<file path="src/rtl/bch_loc_fixer.sv">
module bch_loc_fixer #(
  parameter int SECTOR_BYTES = 512,
  parameter int MAX_FIX      = 8
) (
  input  logic        clk,
  input  logic        rst_n,
  input  logic        start,
  input  logic [31:0] loc_w1,
  input  logic [31:0] loc_w2,
  input  logic [31:0] loc_w3,
  input  logic [31:0] loc_stat,
  output logic [8:0]  mem_addr,
  output logic        mem_rd_en,
  input  logic [7:0]  mem_rdata,
  output logic        mem_wr_en,
  output logic [7:0]  mem_wdata,
  output logic        busy,
  output logic        done,
  output logic [3:0]  fix_count,
  output logic        uncorrectable
);
  localparam int DATA_BITS = SECTOR_BYTES * 8;
  localparam int ADDR_W    = $clog2(SECTOR_BYTES);
  localparam int SLOT_W    = $clog2(MAX_FIX);

  typedef enum logic [2:0] {S_IDLE, S_RD, S_WR, S_NX, S_FIN} state_t;
  state_t state;

  logic [31:0]       w1_q, w2_q, w3_q;
  logic [7:0]        top7_q;
  logic [3:0]        cnt_q;
  logic              unc_q;
  logic [SLOT_W-1:0] slot;
  logic [12:0]       field [MAX_FIX];
  logic [12:0]       adj;
  logic              in_data;
  logic [3:0]        new_cnt;

  assign field[0] = w1_q[12:0];
  assign field[1] = w1_q[25:13];
  assign field[2] = {w2_q[6:0], w1_q[31:26]};
  assign field[3] = w2_q[19:7];
  assign field[4] = {w3_q[0], w2_q[31:20]};
  assign field[5] = w3_q[13:1];
  assign field[6] = w3_q[26:14];
  assign field[7] = {top7_q, w3_q[31:27]};

  assign adj       = field[slot] ^ 13'd3;
  assign in_data   = 32'(adj) < DATA_BITS;
  assign mem_addr  = adj[3 +: ADDR_W];
  assign mem_rd_en = (state == S_RD) && in_data;
  assign mem_wr_en = (state == S_WR) && in_data;
  assign mem_wdata = mem_rdata ^ (8'd1 << adj[2:0]);

  assign busy          = state != S_IDLE;
  assign done          = state == S_FIN;
  assign uncorrectable = done && unc_q;
  assign fix_count     = (done && !unc_q) ? cnt_q : 4'd0;
  assign new_cnt       = loc_stat[13:10];

  always_ff @(posedge clk) begin
    if (!rst_n) begin
      state  <= S_IDLE;
      w1_q   <= '0;
      w2_q   <= '0;
      w3_q   <= '0;
      top7_q <= '0;
      cnt_q  <= '0;
      unc_q  <= 1'b0;
      slot   <= '0;
    end else begin
      case (state)
        S_IDLE: if (start) begin
          w1_q   <= loc_w1;
          w2_q   <= loc_w2;
          w3_q   <= loc_w3;
          top7_q <= loc_stat[23:16];
          cnt_q  <= new_cnt;
          slot   <= '0;
          unc_q  <= 32'(new_cnt) > MAX_FIX;
          state  <= (new_cnt == 4'd0 || 32'(new_cnt) > MAX_FIX) ? S_FIN : S_RD;
        end
        S_RD: state <= S_WR;
        S_WR: state <= S_NX;
        S_NX: begin
          if ({1'b0, slot} == cnt_q - 4'd1) state <= S_FIN;
          else begin
            slot  <= slot + 1'b1;
            state <= S_RD;
          end
        end
        default: state <= S_IDLE;
      endcase
    end
  end

  AST_IDLE_QUIET: assert property (@(posedge clk) disable iff (!rst_n)
    !busy |-> (!mem_rd_en && !mem_wr_en));
  AST_UNC_NO_ACCESS: assert property (@(posedge clk) disable iff (!rst_n)
    (busy && unc_q) |-> (!mem_rd_en && !mem_wr_en));
  AST_WR_AFTER_RD: assert property (@(posedge clk) disable iff (!rst_n)
    mem_wr_en |-> ($past(mem_rd_en) && mem_addr == $past(mem_addr)));
  AST_ONE_BIT_FLIP: assert property (@(posedge clk) disable iff (!rst_n)
    mem_wr_en |-> ($countones(mem_wdata ^ mem_rdata) == 1));
  AST_DONE_PULSE: assert property (@(posedge clk) disable iff (!rst_n)
    done |=> !done);
  AST_START_IGNORED: assert property (@(posedge clk) disable iff (!rst_n)
    (busy && start) |=> ($stable(cnt_q) && $stable(w1_q) && $stable(w3_q)));
endmodule

</file>
<file path="config.mk">
export PLATFORM = sky130hd
export DESIGN_NAME = bch_loc_fixer
export DESIGN_NICKNAME = d
export VERILOG_FILES = /design/src/rtl/bch_loc_fixer.sv
export SDC_FILE = /design/constraint.sdc
export NUM_CORES = 1
export LEC_CHECK = 0
export ABC_AREA = 1
export BUFFER_PORTS_ARGS = -buffer_cell sky130_fd_sc_hd__clkbuf_2
export CAP_MARGIN = 20
export CORE_MARGIN = 8
export CORE_UTILIZATION = 56
export CTS_BUF_LIST = sky130_fd_sc_hd__clkbuf_16
export DETAILED_ROUTE_END_ITERATION = 7
export PLACE_DENSITY = 0.86
export SLEW_MARGIN = 20
export SYNTH_ARGS = -nofsm -noshare
export SYNTH_HDL_FRONTEND = slang
export SYNTH_SLANG_ARGS = --single-unit
</file>
<file path="constraint.sdc">
create_clock -name clk -period 3.9 [get_ports clk]
set_clock_uncertainty 0.2 [all_clocks]
set_input_delay 0.39 -clock clk [delete_from_list [all_inputs] [get_ports clk]]
set_output_delay 0.39 -clock clk [all_outputs]
set_load 0.02 [all_outputs]
</file>
# [Word-level counts from Yosys, hierarchy flattened]
# Cells that the tools add are included.
[word_totals] ff_bits=115 inputBits=139 word_cells=47
[op_classes] n_addsub=2 magnitude_cmp=3 n_eq_ne=7 shifts=1 n_mux=11 n_bitwise=3 n_reduce_logical=12
[op_table] cell="binary-select mux 13 bit (select 3 bit)" count=1
[op_table] cell="two-way mux 13 bit" count=2
[op_table] cell="two-way mux 3 bit" count=5
[op_table] cell="less-than comparator 13 bit, second input constant" count=1
[op_table] cell="one-hot mux 3 bit (4 select lines)" count=1
[op_table] cell="<< shifter 1 x 3 -> 8 bit, first input constant" count=1
[op_table] cell="bitwise XOR 8 bit" count=1
[op_table] cell="== test 3 x 2 -> 1 bit, second input constant" count=2
[op_table] cell="one-hot mux 3 bit (2 select lines)" count=1
[op_table] cell="== test 3 x 4 -> 1 bit" count=1
[op_table] cell="greater-or-equal comparator 4 bit, second input constant" count=1
[op_table] cell="> comparator 4 bit, second input constant" count=1
[op_table] cell="logical AND 1 bit" count=4
[op_table] cell="logical NOT 4 bit" count=1
[op_table] cell="two-way mux 4 bit" count=1
[op_table] cell="inequality test 2 bit, second input constant" count=2
[op_table] cell="NOT 3 -> 4 bit" count=1
[op_table] cell="subtractor 4 x 1 -> 4 bit, second input constant" count=1
[op_table] cell="adder 3 x 1 -> 3 bit, second input constant" count=1
[op_table] cell="== test 3 x 1 -> 1 bit, second input constant" count=1
[op_table] cell="== test 3 bit, second input constant" count=1
[op_table] cell="logical NOT 3 bit" count=1
[op_table] cell="AND reduction 3 bit" count=1
[op_table] cell="nonzero test 3 bit" count=1
[op_table] cell="other kinds (5)" count=5

# [Logic depth before layout (Yosys ltp)]
# Gate-level depths: netlist of the first run.
[depth] word_depth=7 mapped_depth=11 ltp_nobuf=11

# [Least setup slack after synthesis of the first run]
# OpenSTA, ideal clock, no wires.
[synth_path] path_type="register -> output" from="register slot[0]" to="output mem_addr[6]" arrival_ns=1.387 required_ns=3.310 path_slack_ns=1.923 path_stages_with_launch=9 cell_sequence="dfxtp_1 -> inv_2 -> buf_6 -> buf_6 -> a21oi_1 -> o21ai_1 -> nand2_1 -> nor2_1 -> a31oi_1"
[synth_via] elab_chain_cells=4
[synth_rtl] item="start: declaration" line_no="33" text="logic [SLOT_W-1:0] slot;"
[synth_rtl] item="start signal: assignment" line_no="88" text="slot <= slot + 1'b1;"
[synth_rtl] item="NOT 3 -> 4 bit (implied by the code)" line_no="48" text="assign adj = field[slot] ^ 13'd3;"
[synth_rtl] item="binary-select mux 13 bit (select 3 bit)" line_no="48"
[synth_rtl] item="two-way mux 13 bit (implied by the code) (2 in a row)" line_no="48"
[synth_rtl] item="end: declaration" line_no="12" text="output logic [8:0] mem_addr,"
# Every way passes these cells. The select of a mux whose other input is x is not followed.

# [Worst setup path in the final report of the first run]
[layout_path] from="register slot[0]" to="output mem_wdata[3]"
[layout_via] elab_chain_cells=7
[layout_rtl] item="NOT 3 -> 4 bit (implied by the code) *" line_no="48"
[layout_rtl] item="binary-select mux 13 bit (select 3 bit) *" line_no="48"
[layout_rtl] item="two-way mux 13 bit (implied by the code) * (2 in a row)" line_no="48"
[layout_rtl] item="NOT 2 bit (no line)"
[layout_rtl] item="<< shifter 1 x 3 -> 8 bit *" line_no="53" text="assign mem_wdata = mem_rdata ^ (8'd1 << adj[2:0]);"
[layout_rtl] item="bitwise XOR 8 bit *" line_no="53"
[layout_rtl] item="end: declaration" line_no="16" text="output logic [7:0] mem_wdata,"
# Every way passes the cells marked *; elsewhere a longest branch is shown, timed or not. The select of a mux whose other input is x is not followed.

==> out/metrics.yaml, run 1 <==
diodes: 0
swShare_pct: 30.16
grtUsageTotal_pct: 23.12
critPathCaptureType: "output port"
busiest_layer: "met2"
syn_nets: 920
cts_buffers: 17
rsz0062_at_grt: "false"
die_h_um: 114.7
synth_top_cells_by_area: "dfxtp_1, o21ai_0, a21oi_1"
syn_to_final_growth_pct: 23.07
fill_cells: 848
cts_setup_buffers: 0
ctsResizeCount: 0
leakage_nw: 3.098
top_level_ports: 165
synth_warnings: 0
grtUsageMet1_pct: 28.27
final_common_cell: "clkbuf_2"
clkLatencyLatePin_ns: 0.40
grt_max_degree: 102
drive_above_1_share_pct: 21.74
io_buffers: 144
stdcell_area_mm2: 0.006709
synth.largest_area_cell: "dfxtp_1"
drc: 0
start_util_pct: 56.82
core-area_mm2: 0.009594
period_needed_ns: 2.843
hp-class: "in2reg"
die_x_um: 114.7
htreeDepth: 4
routed_via_density: 5.286
cp.arrival_ns: 2.25
synth_edf_count: 0
worst_pin_slew_ns: 0.9806
routed_wl_um: 15300
ys.flop_type: "dfxtp_1"
p_seq_share_pct: 36.4
cts-root-buf: "clkbuf_16"
required_ns: 3.31
grt_use_met3_pct: 5.538
vias: 5492
crit_top_cell: "nand2_1"
irDropWorstVdd_mv: 0.3845
finalSetupTns_ns: 0
slew_headroom_pct: 34.63
whs_ns: 0.004380
met2_usage_pct: 38.38
worstPathMaxFanout: 50
setup_viol: 0
routedWlPerCell_um: 14.72
final_cell_mix: "clkbuf_2, o21ai_0, nor2_1, dfxtp_1, a21oi_1"
die-area_mm2: 0.01315
globalplace.congestion: 0.8597
max_stage_delay_ns: 0.58
crit_type: "reg2out"
power_frac_clock_pct: 41.1
power_density_mw_per_mm2: 568.9
finalMaxSlewViolations: 0
syn_area_per_cell_um2: 6.998
drtIter0Drc: 319
placed_cell_area_mm2: 0.006110
ys_seq_elements: 115
clock_sinks: 115
intPower_mw: 2.666
pwr-share-comb_pct: 22.5
rr_startpoint: "state[2]"
post-route-period-util_pct: 72.90
hold_viol_final: 0
clock_path_buffers: 2
max_freq_ghz: 0.3517
grt_pass1_vias: 5160
startpoint_type: "flop"
status: "finished clean"
rows: 36
synth_cell_types: 29
grt.overflow.total: 0
crit_start: "slot[0]"
p_sw_mw: 1.151
synth_top_area_share_pct: 42.23
path_cells: "inv_2 -> a21oi_1 -> o21ai_1 -> nand2_1 -> nand2_1 -> nand2_2 -> o21ai_1 -> nand2_1 -> clkbuf_2"
tritoncts: "yes"
clk_pin_slew_ns: 0.06
ys_seq_area_share_pct: 42.23
dp_hpwl_um: 10370
hp-start: "loc_w2[28]"
ant_nets: 0
finish.utilization_pct: 69.93
synth_cells: 779
slowest_stage: "inv_2"
antenna_found_initial: 0
drv_cap: 0
drtPass1Iterations: 5
synth-async-reset-ratio_pct: 0
synthesis.area_mm2: 0.005451
fin_nets: 1034
power.total_mw: 3.817
ctsHoldBuffers: 0
grt_first_pass_wirelength_um: 24310
## through the flow
stage	std cells	setup WS [ns]
final	1039	1.057
after floorplan	779	1.923
after CTS	1039	1.048
after global placement	1007	1.485
after detailed placement	1007	1.463
after global routing	1039	0.8404
## layout make-up
type / count / area (um^2) / area share [%]
Clock buffer: 17 / 425.4 / 6.341
Inverter: 78 / 295.3 / 4.401
Clock inverter: 15 / 173.9 / 2.592
Sequential cell: 115 / 2303 / 34.33
Multi-Input combinational cell: 532 / 2561 / 38.18
Timing Repair Buffer: 149 / 783.3 / 11.67
Tap cell: 133 / 166.4 / 2.480
## flip-flops by register name (all words and copies together) (netlist names)
signal  flops
top7_q      8
w3_q       32
cnt_q       4
w1_q       32
w2_q       32
unc_q       1
slot        3
state       3
## routing by layer
metal  routed length, um  share of wire, %  vias up
li1                    -                 -     2798
met4                 306               2.0        0
met3                1175               7.7       23
met5                   0                 0        -
met2                7333                48      212
met1                6479                42     2459
## final timing paths
check | cells past startpoint | slack [ns] | endpoint
worst max-delay path | 9 | 1.06 | mem_wdata[3]
worst min-delay path | 3 | 0.004 | w2_q[28]
worst max register to register | 7 | 1.74 | w1_q[31]
worst min register to register | 2 | 0.25 | w3_q[3]
## cells in the mapped netlist, types with 4 or more instances
cell type,number
a21oi_1,109
a31oi_1,11
buf_2,9
buf_6,9
clkbuf_1,31
dfxtp_1,115
inv_1,73
inv_2,4
nand2_1,79
nand3_1,22
nand3b_1,6
nor2_1,124
nor2_4,4
o21ai_0,140
o21ai_1,15
## power groups by stage
stage | combinational (mW) | sequential [mW] | clock (mW)
after global routing | 0.962 | 1.40 | 1.64
after detailed placement | 0.848 | 1.41 | 0
after global placement | 0.832 | 1.40 | 0
final | 0.860 | 1.39 | 1.57
after CTS | 0.857 | 1.39 | 1.57
after floorplan | 0.640 | 1.40 | 0
## cell families after synthesis
group / Yosys count / synth area share [%]
xor+xnor: 1 / 0.1607
flops: 115 / 42.23
simple gates: 248 / 19.78
buf+inv: 132 / 10.79
fa+ha+maj: 2 / 0.4590
compound gates: 281 / 26.58
## worst max-delay path: cells and delay by family, from the launching register on
family | cells | cell delay [ns]
AO/OA/AOI/OAI | 3 | 0.46
buffers and inverters | 2 | 0.73
flip-flops | 1 | 0.31
AND/OR/NAND/NOR | 4 | 0.34
Note: power is estimated with default switching activity, not from simulation.
==> run 2: changes to the inputs <==
- CORE_UTILIZATION: 56 -> 52
- PLACE_DENSITY: 0.86 -> 0.81
- clock period: 3.9 -> 3 ns (I/O delays scaled with it)
==> out/metrics.yaml, run 2 (synthesis results as in run 1) <==
core-area_mm2: 0.01023  # +6.6%
rr_startpoint: "slot[1]"
intPower_mw: 3.485  # +31%
reg.largest.list: "w1_q (32), w2_q (32), w3_q (32)"
io_buffers: 144  # unchanged
routed_via_density: 5.355  # +1.3%
hp-class: "in2reg"
r2r_end: "slot[1]"
dp_hpwl_um: 10530  # +1.6%
hold_viol_final: 0  # unchanged
grt_pass1_vias: 5931  # +15%
reg2reg_setup_slack_ns: 0.88  # -0.86 ns
power_density_mw_per_mm2: 663.8  # +17%
clock_sinks: 115  # unchanged
drive_above_1_share_pct: 20.38  # -1.4 points
reg2regPathDepth: 9  # +2
grt_max_degree: 113  # +11%
cp_num_cells: 8  # -1
cts-root-buf: "clkbuf_16"
irDropWorstVdd_mv: 0.4763  # +24%
leakage_nw: 3.472  # +12%
pwr-share-comb_pct: 24.6  # +2.1 points
clk_pin_slew_ns: 0.05  # about the same
critPathBufInv: 2  # unchanged
setup_viol: 0  # unchanged
worstPathMaxFanout: 21  # -58%
power_frac_clock_pct: 39.6  # -1.5 points
antenna_found_initial: 2  # +2
swShare_pct: 31.25  # +1.1 points
drtPass1Iterations: 6  # +1
multiInputGateArea_mm2: 0.002561  # unchanged
post-route-period-util_pct: 92.89
drtIter0Drc: 478  # +50%
required_ns: 2.50  # -0.81 ns
routed_wl_um: 17660  # +15%
crit_type: "reg2out"
globalplace.congestion: 0.8304  # -3.4%
cts_setup_buffers: 0  # unchanged
whs_ns: 0.009391  # +0.005012 ns
die-area_mm2: 0.01402  # +6.6%
critPathTopFamily: "flip-flops"
clkLatencyLatePin_ns: 0.40  # about the same
period_needed_ns: 2.787
hp-start: "loc_w1[20]"
slowest_stage: "dfxtp_1"
p_seq_share_pct: 35.8  # -0.6 points
status: "finished clean"
max_stage_delay_ns: 0.61  # +0.03 ns
clock_path_buffers: 2  # unchanged
final_common_cell: "clkbuf_2"
seqCellArea_mm2: 0.002303  # unchanged
fin_nets: 1124  # +8.7%
top_level_ports: 165  # unchanged
ant_nets: 0  # unchanged
grt_first_pass_wirelength_um: 28710  # +18%
rows: 37  # +2.8%
min_to: "w1_q[20]"
syn_to_final_growth_pct: 40.10
grtUsageTotal_pct: 24.77  # +1.6 points
die_x_um: 118.4  # +3.2%
htreeDepth: 4  # unchanged
start_util_pct: 53.28  # -3.5 points
critPathCaptureType: "output port"
p_sw_mw: 1.584  # +38%
fill_cells: 769  # -9.3%
rsz0062_at_grt: "false"
finalSetupTns_ns: 0  # unchanged
finalMaxSlewViolations: 0  # unchanged
final_cell_mix: "clkbuf_2, o21ai_0, nor2_1, dfxtp_1, a21oi_1"
path_cells: "buf_4 -> o211ai_1 -> nand3_2 -> nand2_4 -> nor2_4 -> nand3b_1 -> nand2_1 -> clkbuf_2"
cp.arrival_ns: 2.29  # +0.04 ns
min_path_cells: 3  # unchanged
slew_headroom_pct: 60.35  # +26 points
grt.overflow.total: 0  # unchanged
startpoint_type: "flop"
cts_buffers: 17  # unchanged
max_freq_ghz: 0.3588
drv_cap: 0  # unchanged
tritoncts: "yes"
die_h_um: 118.4  # +3.2%
vias: 6073  # +11%
drc: 0  # unchanged
routedWlPerCell_um: 15.57  # +5.8%
worst_pin_slew_ns: 0.5947  # -0.3859 ns
-- run 2: area by class of cell --
type                    instances  area share [%]
diodes                          2         0.06553
clock buffers                  17           5.570
clock inverters                15           2.179
inverters                      78           3.899
multi-input cells             532           33.54
flip-flops and latches        115           30.16
well taps                     136           2.228
repair buffers                239           22.36
-- run 2: metal layers --
metal / global-route usage [%] / part of all wire, % / wire length (um) / vias up
li1: - / - / - / 2982
met4: 9.012 / 2.4 / 419 / 0
met5: 0 / 0 / 0 / -
met2: 43.62 / 50 / 8807 / 293
met1: 28.05 / 39 / 6845 / 2760
met3: 6.997 / 9.0 / 1587 / 38
-- run 2: how the worst max path moves through the flow --
stage | from | end | slack [ns]
floorplan | slot[0] | mem_addr[6] | 1.11
global placement | slot[1] | mem_wdata[7] | 0.65
detailed placement | slot[1] | mem_wdata[5] | 0.63
CTS | slot[1] | mem_wdata[5] | 0.17
global route | slot[1] | mem_wdata[6] | 0.05
finish | slot[1] | mem_wdata[5] | 0.21
-- run 2: tightest hold or removal path: stages --
cell and delay, ns:
clkbuf_2 0.08, o21ai_0 0.08, a21oi_1 0.11
-- run 2: power groups by stage --
| stage | clock network, mW | registers, mW | logic [mW] |
|---|---|---|---|
| 6_report | 2.01 | 1.81 | 1.25 |
| 5_1_grt | 2.10 | 1.83 | 1.39 |
| 4_1_cts | 2.02 | 1.81 | 1.22 |
| 3_5_place_dp | 0 | 1.84 | 1.12 |
| 3_3_place_gp | 0 | 1.83 | 1.10 |
| 2_1_floorplan | 0 | 1.82 | 0.831 |
-- run 2: repair_timing --
item                       CTS  global route
setup endpoints to repair    0             5
resized for setup            0             3
hold buffers                87             1
hold endpoints to repair    87             1
-- run 2: through the flow --
step | utilization [%] | setup slack [ns] | instances | cell area, um^2 | power [mW]
after CTS | 74.44 | 0.1689 | 1131 | 7616 | 5.045
after global placement | 60.14 | 0.6542 | 1012 | 6153 | 2.935
final | 74.65 | 0.2133 | 1134 | 7637 | 5.070
after detailed placement | 60.14 | 0.6296 | 1012 | 6153 | 2.957
after floorplan | - | 1.113 | 779 | 5451 | 2.648
after global routing | 74.65 | 0.04783 | 1134 | 7637 | 5.317
